`src/rtl/pw_pkg.sv`:
```
package pw_pkg;
  typedef enum logic [1:0] {
    ST_IDLE = 2'd0,
    ST_SCAN = 2'd1,
    ST_WAIT = 2'd2
  } pw_state_e;
endpackage

```
`src/rtl/pw_buffer.sv`:
```
module pw_buffer #(
  parameter int ADDR_W = 8,
  parameter int DATA_W = 8,
  parameter int PAGE_W = 3
) (
  input  logic                     clk_i,
  input  logic                     rst_ni,
  input  logic                     load_i,
  input  logic [ADDR_W-1:0]        addr_i,
  input  logic                     wr_i,
  input  logic [DATA_W-1:0]        data_i,
  input  logic                     clear_i,
  input  logic [PAGE_W-1:0]        rd_idx_i,
  output logic [ADDR_W-PAGE_W-1:0] base_o,
  output logic                     any_dirty_o,
  output logic                     rd_dirty_o,
  output logic [DATA_W-1:0]        rd_data_o
);
  localparam int SLOTS  = 1 << PAGE_W;
  localparam int BASE_W = ADDR_W - PAGE_W;

  logic [PAGE_W-1:0] ptr_q;
  logic [BASE_W-1:0] base_q;
  logic [SLOTS-1:0]  dirty;
  logic [DATA_W-1:0] slot_data [SLOTS];

  // page base stays fixed, only the in-page pointer advances
  always_ff @(posedge clk_i or negedge rst_ni) begin
    if (!rst_ni) begin
      ptr_q  <= '0;
      base_q <= '0;
    end else if (load_i) begin
      base_q <= addr_i[ADDR_W-1:PAGE_W];
      ptr_q  <= addr_i[PAGE_W-1:0];
    end else if (wr_i) begin
      ptr_q  <= ptr_q + 1'b1;
    end
  end

  for (genvar g = 0; g < SLOTS; g++) begin : g_slot
    logic [DATA_W-1:0] d_q;
    logic              v_q;
    always_ff @(posedge clk_i or negedge rst_ni) begin
      if (!rst_ni) begin
        d_q <= '0;
        v_q <= 1'b0;
      end else if (clear_i || load_i) begin
        v_q <= 1'b0;
      end else if (wr_i && ptr_q == PAGE_W'(g)) begin
        d_q <= data_i;
        v_q <= 1'b1;
      end
    end
    assign slot_data[g] = d_q;
    assign dirty[g]     = v_q;
  end

  assign base_o      = base_q;
  assign any_dirty_o = |dirty;
  assign rd_dirty_o  = dirty[rd_idx_i];
  assign rd_data_o   = slot_data[rd_idx_i];
endmodule

```
`src/rtl/pw_timer.sv`:
```
module pw_timer #(
  parameter int WC_CYCLES = 50
) (
  input  logic clk_i,
  input  logic rst_ni,
  input  logic start_i,
  input  logic run_i,
  output logic done_o
);
  localparam int CNT_W = $clog2(WC_CYCLES + 1);

  logic [CNT_W-1:0] cnt_q;

  always_ff @(posedge clk_i or negedge rst_ni) begin
    if (!rst_ni)                    cnt_q <= '0;
    else if (start_i)               cnt_q <= CNT_W'(WC_CYCLES - 1);
    else if (run_i && cnt_q != '0)  cnt_q <= cnt_q - 1'b1;
  end

  assign done_o = run_i && (cnt_q == '0);
endmodule

```
`src/rtl/pw_seq.sv`:
```
module pw_seq #(
  parameter int PAGE_W    = 3,
  parameter int WC_CYCLES = 50
) (
  input  logic              clk_i,
  input  logic              rst_ni,
  input  logic              stop_i,
  input  logic              wp_i,
  input  logic              supply_ok_i,
  input  logic              any_dirty_i,
  input  logic              rd_dirty_i,
  output logic [PAGE_W-1:0] idx_o,
  output logic              busy_o,
  output logic              fire_o,
  output logic              scan_done_o,
  output logic              drop_o
);
  import pw_pkg::*;

  localparam logic [PAGE_W-1:0] LAST = '1;

  pw_state_e         state_q, state_d;
  logic [PAGE_W-1:0] idx_q;
  logic              go, tmr_done;

  assign go          = (state_q == ST_IDLE) && stop_i && any_dirty_i && !wp_i && supply_ok_i;
  assign drop_o      = (state_q == ST_IDLE) && stop_i && !go;
  assign scan_done_o = (state_q == ST_SCAN) && (idx_q == LAST);
  assign fire_o      = (state_q == ST_SCAN) && rd_dirty_i && supply_ok_i;

  always_comb begin
    state_d = state_q;
    unique case (state_q)
      ST_IDLE: if (go)          state_d = ST_SCAN;
      ST_SCAN: if (scan_done_o) state_d = ST_WAIT;
      ST_WAIT: if (tmr_done)    state_d = ST_IDLE;
      default:                  state_d = ST_IDLE;
    endcase
  end

  always_ff @(posedge clk_i or negedge rst_ni) begin
    if (!rst_ni) begin
      state_q <= ST_IDLE;
      idx_q   <= '0;
    end else begin
      state_q <= state_d;
      if (go)                        idx_q <= '0;
      else if (state_q == ST_SCAN)   idx_q <= idx_q + 1'b1;
    end
  end

  pw_timer #(.WC_CYCLES(WC_CYCLES)) u_tmr (
    .clk_i   (clk_i),
    .rst_ni  (rst_ni),
    .start_i (scan_done_o),
    .run_i   (state_q == ST_WAIT),
    .done_o  (tmr_done)
  );

  assign idx_o  = idx_q;
  assign busy_o = (state_q != ST_IDLE);
endmodule

```
`src/rtl/pw_page_commit.sv`:
```
module pw_page_commit #(
  parameter int ADDR_W    = 8,
  parameter int DATA_W    = 8,
  parameter int PAGE_W    = 3,
  parameter int WC_CYCLES = 50
) (
  input  logic              clk_i,
  input  logic              rst_ni,
  input  logic              addr_load_i,
  input  logic [ADDR_W-1:0] addr_i,
  input  logic              byte_vld_i,
  input  logic [DATA_W-1:0] byte_i,
  input  logic              start_i,
  input  logic              stop_i,
  input  logic              wp_i,
  input  logic              supply_ok_i,
  output logic              busy_o,
  output logic              mem_we_o,
  output logic [ADDR_W-1:0] mem_addr_o,
  output logic [DATA_W-1:0] mem_data_o
);
  localparam int BASE_W = ADDR_W - PAGE_W;

  logic              busy, accept;
  logic [BASE_W-1:0] base;
  logic [PAGE_W-1:0] idx;
  logic              any_dirty, rd_dirty, fire, scan_done, drop;
  logic [DATA_W-1:0] rd_data;
  logic              we_q;
  logic [ADDR_W-1:0] addr_q;
  logic [DATA_W-1:0] data_q;

  // front end refuses everything during the write cycle
  assign accept = !busy;

  pw_buffer #(.ADDR_W(ADDR_W), .DATA_W(DATA_W), .PAGE_W(PAGE_W)) u_buf (
    .clk_i       (clk_i),
    .rst_ni      (rst_ni),
    .load_i      (addr_load_i && accept),
    .addr_i      (addr_i),
    .wr_i        (byte_vld_i && accept),
    .data_i      (byte_i),
    .clear_i     ((start_i && accept) || drop || scan_done),
    .rd_idx_i    (idx),
    .base_o      (base),
    .any_dirty_o (any_dirty),
    .rd_dirty_o  (rd_dirty),
    .rd_data_o   (rd_data)
  );

  pw_seq #(.PAGE_W(PAGE_W), .WC_CYCLES(WC_CYCLES)) u_seq (
    .clk_i       (clk_i),
    .rst_ni      (rst_ni),
    .stop_i      (stop_i),
    .wp_i        (wp_i),
    .supply_ok_i (supply_ok_i),
    .any_dirty_i (any_dirty),
    .rd_dirty_i  (rd_dirty),
    .idx_o       (idx),
    .busy_o      (busy),
    .fire_o      (fire),
    .scan_done_o (scan_done),
    .drop_o      (drop)
  );

  always_ff @(posedge clk_i or negedge rst_ni) begin
    if (!rst_ni) begin
      we_q   <= 1'b0;
      addr_q <= '0;
      data_q <= '0;
    end else begin
      we_q <= fire;
      if (fire) begin
        addr_q <= {base, idx};
        data_q <= rd_data;
      end
    end
  end

  assign busy_o     = busy;
  assign mem_we_o   = we_q;
  assign mem_addr_o = addr_q;
  assign mem_data_o = data_q;
endmodule

```
`config.mk`:
```
export PLATFORM = sky130hd
export DESIGN_NAME = pw_page_commit
export DESIGN_NICKNAME = d
export VERILOG_FILES = /design/src/rtl/pw_pkg.sv /design/src/rtl/pw_buffer.sv /design/src/rtl/pw_timer.sv /design/src/rtl/pw_seq.sv /design/src/rtl/pw_page_commit.sv
export SDC_FILE = /design/constraint.sdc
export NUM_CORES = 1
export LEC_CHECK = 0
export CAP_MARGIN = 25
export CORE_MARGIN = 4
export CORE_UTILIZATION = 50
export CTS_CLUSTER_SIZE = 40
export DETAILED_ROUTE_END_ITERATION = 8
export GPL_ROUTABILITY_DRIVEN = 0
export PLACE_DENSITY = 0.81
export SYNTH_ARGS = -nofsm -noshare
export SYNTH_HDL_FRONTEND = slang
export SYNTH_HIERARCHICAL = 1
export SYNTH_SLANG_ARGS = --single-unit
export TNS_END_PERCENT = 50
```
`constraint.sdc`:
```
create_clock -name clk_i -period 3.09 [get_ports clk_i]
set_clock_uncertainty 0.2 [all_clocks]
set_input_delay 0.309 -clock clk_i [delete_from_list [all_inputs] [get_ports clk_i]]
set_output_delay 0.309 -clock clk_i [all_outputs]
set_load 0.1 [all_outputs]
```
==> impl_metrics.tcl <==
set metrics [dict create \
    status "finished, final reports clean" \
    fin_nets 422 \
    finalSetupViolCount 0 \
    crit_fanout 10 \
    rsz0062_at_grt "false" \
    reg2reg_from "u_seq/idx_o[0]$_DFFE_PN0P_" \
    post-cts-setup-buffer-count 0 \
    ys_seq_area_share_pct 52.7 \
    fmax_ghz 0.359 \
    die_w_um 109 \
    vias 2886 \
    dp_cells 509 \
    ir_worst_vdd_v 0.000328 \
    worst_slew_pin_slew_ns 0.704 \
    numCtsBuffers 9 \
    ant_nets 0 \
    slew_viol_final 0 \
    pin_count 42 \
    fin_area_mm2 0.00583 \
    area_growth_pct 13.8 \
    clock-sinks 108 \
    grt.total_usage_pct 17.3 \
    relSlewSlack_pct 52.6 \
    antenna_found_initial 0 \
    synth.area.mux_share_pct 30.3 \
    viasPerCell 5.49 \
    antenna_cells 0 \
    htree_num_levels 3 \
    synth-compound-area-share_pct 3.22 \
    worstPathArrival_ns 2.85 \
    placementRows 36 \
    synth-warning-count 6 \
    routed_wl_mm 9.33 \
    tns_ns 0 \
    grt_pass1_vias 3093 \
    dieHeight_um 109 \
    route.detailed.drc 0 \
    syn-num-nets 372 \
    drv_cap 0 \
    drt-wirelength-per-cell_um 17.7 \
    multi_input_area_mm2 0.00226 \
    p_comb_share_pct 38.5 \
    drt-initial-drc-count 138 \
    p_sw_mw 1.66 \
    post_cts_resize_count 0 \
    synth_fa_ha_area_share_pct 2.44 \
    power.density_mw_per_mm2 832 \
    syn_area_mm2 0.00513 \
    ys.flop_type "dfrtp_1" \
    reg2reg_depth 8 \
    placed_area_mm2 0.00563 \
    path_clk_slew_ns 0.10 \
    synthArstFlopShare_pct 100 \
    postSynthAreaPerCell_um2 15.2 \
    clock_power_share_pct 17.2 \
    final.min_clock_period_ns 2.79 \
    synth_cells 338 \
    p_int_mw 3.20 \
    grt_max_degree 65 \
    end_kind "register" \
    first_pass_iters 4 \
    grt-ovfl-total 0 \
    finalPower_mw 4.85 \
    stdcell_count 526 \
    hpwl_mm 6.37 \
    critical_path.startpoint_type "register" \
    nFillCells 766 \
    synth-xor-area-share_pct 0.342 \
    clk-insertion-delay-late_ns 0.37 \
    mostFrequentLayoutCells "dfrtp_1, mux2_2, buf_4" \
    drive_gt1_share_pct 43.8 \
    swShare_pct 34.1 \
    cts_tree "done" \
    period_share_pct 90.2 \
    r2r_setup_slack_ns 0.30 \
    seq_area_mm2 0.00270 \
    synth_cell_types 52 \
    ys_ff_latch 108 \
    final_common_cell "dfrtp_1" \
    crit_type "register to register" \
    numPortBuffers 41 \
    start_util_pct 52.0 \
    grt_pass1_wl_mm 15.8 \
    crit_required_ns 3.15 \
    leakage_nw 2.83 \
    yosys.area_share.simple_pct 7.66 \
    core_mm2 0.00986 \
    seqPwrFrac_pct 44.3 \
    synth_top_family_by_area "multiplexers" \
    dieArea_mm2 0.0119 \
    cts_buffer_depth 2 \
    r2r_end "u_buf/g_slot[2].d_q[2]$_DFFE_PN0P_" \
    synth_edf_count 0 \
    holdCritPathClass "input pin to async pin" \
    hold_viol_final 0 \
    cts_root_buffer "clkbuf_8" \
]
==> timing repair <==
item / 4_1_cts / 5_1_grt
endpoints found under the setup margin: 0 / 0
hold buffers: 1 / 0
endpoints found under the hold margin: 44 / 0
==> metal layers <==
metal	vias to the layer above	routed length (um)	track usage [%]	share of wire (%)
li1	1342	-	-	-
met1	1504	4300	23.5	46
met2	30	4710	28.9	50
met3	10	202	3.02	2.2
met4	0	114	4.81	1.2
met5	-	0	0	0
==> state kept, by name (all words and copies together), names as in the netlist <==
name,flops
mem_addr_o,8
mem_data_o,8
mem_we_o,1
u_buf/base_o,5
u_buf/g_slot.d_q,64
u_buf/g_slot.v_q,8
u_buf/ptr_q,3
u_seq/idx_o,3
u_seq/state_q,2
u_seq/u_tmr/cnt_q,6
==> worst max-delay path, cell delays in order (launching register included) <==
cell     delay (ns)
dfrtp_1        0.39
ha_1           0.20
ha_1           0.19
and2_4         0.18
nor2_1         0.10
o21ai_0        0.26
nor3b_2        0.31
and3_1         0.47
mux2_2         0.39
==> power by group through the flow <==
| stage | combinational, mW | sequential (mW) | clock (mW) |
|---|---|---|---|
| after floorplan | 1.49 | 2.14 | 0 |
| after global placement | 1.82 | 2.15 | 0 |
| after detailed placement | 1.89 | 2.18 | 0 |
| after CTS | 1.90 | 2.15 | 0.859 |
| after global routing | 2.05 | 2.20 | 0.915 |
| final | 1.87 | 2.15 | 0.836 |
==> kinds of logic (layout without fill, tap and decap cells) <==
kind of cell             count (synthesis)  count (layout)
buffers and inverters                   25              80
multiplexers                           116             116
XOR/XNOR                                 2               2
AND/OR/NAND/NOR                         54              54
AO/OA/AOI/OAI                           23              23
adder cells (fa/ha/maj)                 10              10
flip-flops                             108             108
==> cell usage after synthesis, types with 3 or more instances <==
master   count  area (um^2)
buf_4        4         30.0
mux2_4      10          150
mux4_2      15          338
mux4_1       3         78.8
ha_1        10          125
dfrtp_1    108         2700
nand2_1     13         48.8
mux2i_1      3         30.0
nor2b_1      4         25.0
buf_2        4         20.0
nor4_1       3         18.8
inv_1       10         37.5
o21ai_0      6         30.0
mux2_2      84          946
buf_6        3         33.8
a21o_1       6         45.0
nor2_1       6         22.5
==> final cells by class <==
type                    instances  share of cell area (%)
inverters                      10                   0.643
multi-input cells             205                    38.8
repair buffers                 54                    8.15
clock buffers                  10                    2.36
flip-flops and latches        108                    46.3
well taps                     133                    2.85
clock inverters                 6                   0.922
==> metrics by stage <==
step / setup WS [ns] / utilization [%] / hold WS, ns
2_1_floorplan: 0.279 / - / -0.187
5_1_grt: 0.160 / 59.1 / 0.304
3_3_place_gp: 0.175 / 57.1 / 0.149
4_1_cts: 0.280 / 59.1 / 0.285
6_report: 0.304 / 59.1 / 0.272
3_5_place_dp: 0.0529 / 57.1 / 0.154
==> worst max-delay path by stage <==
stage / slack [ns] / start / depth (start not counted) / endpoint
2_1_floorplan: 0.28 / u_seq/state_q[0]$_DFFE_PN0P_ / 6 / u_buf/g_slot[4].d_q[0]$_DFFE_PN0P_
3_3_place_gp: 0.18 / wp_i / 8 / u_buf/g_slot[2].d_q[5]$_DFFE_PN0P_
3_5_place_dp: 0.05 / wp_i / 8 / u_buf/g_slot[2].d_q[2]$_DFFE_PN0P_
4_1_cts: 0.28 / u_seq/idx_o[0]$_DFFE_PN0P_ / 8 / u_buf/g_slot[2].d_q[2]$_DFFE_PN0P_
5_1_grt: 0.16 / u_seq/idx_o[1]$_DFFE_PN0P_ / 8 / u_buf/g_slot[2].d_q[0]$_DFFE_PN0P_
6_report: 0.30 / u_seq/idx_o[0]$_DFFE_PN0P_ / 8 / u_buf/g_slot[2].d_q[2]$_DFFE_PN0P_
(Power assumes the default switching activity.)
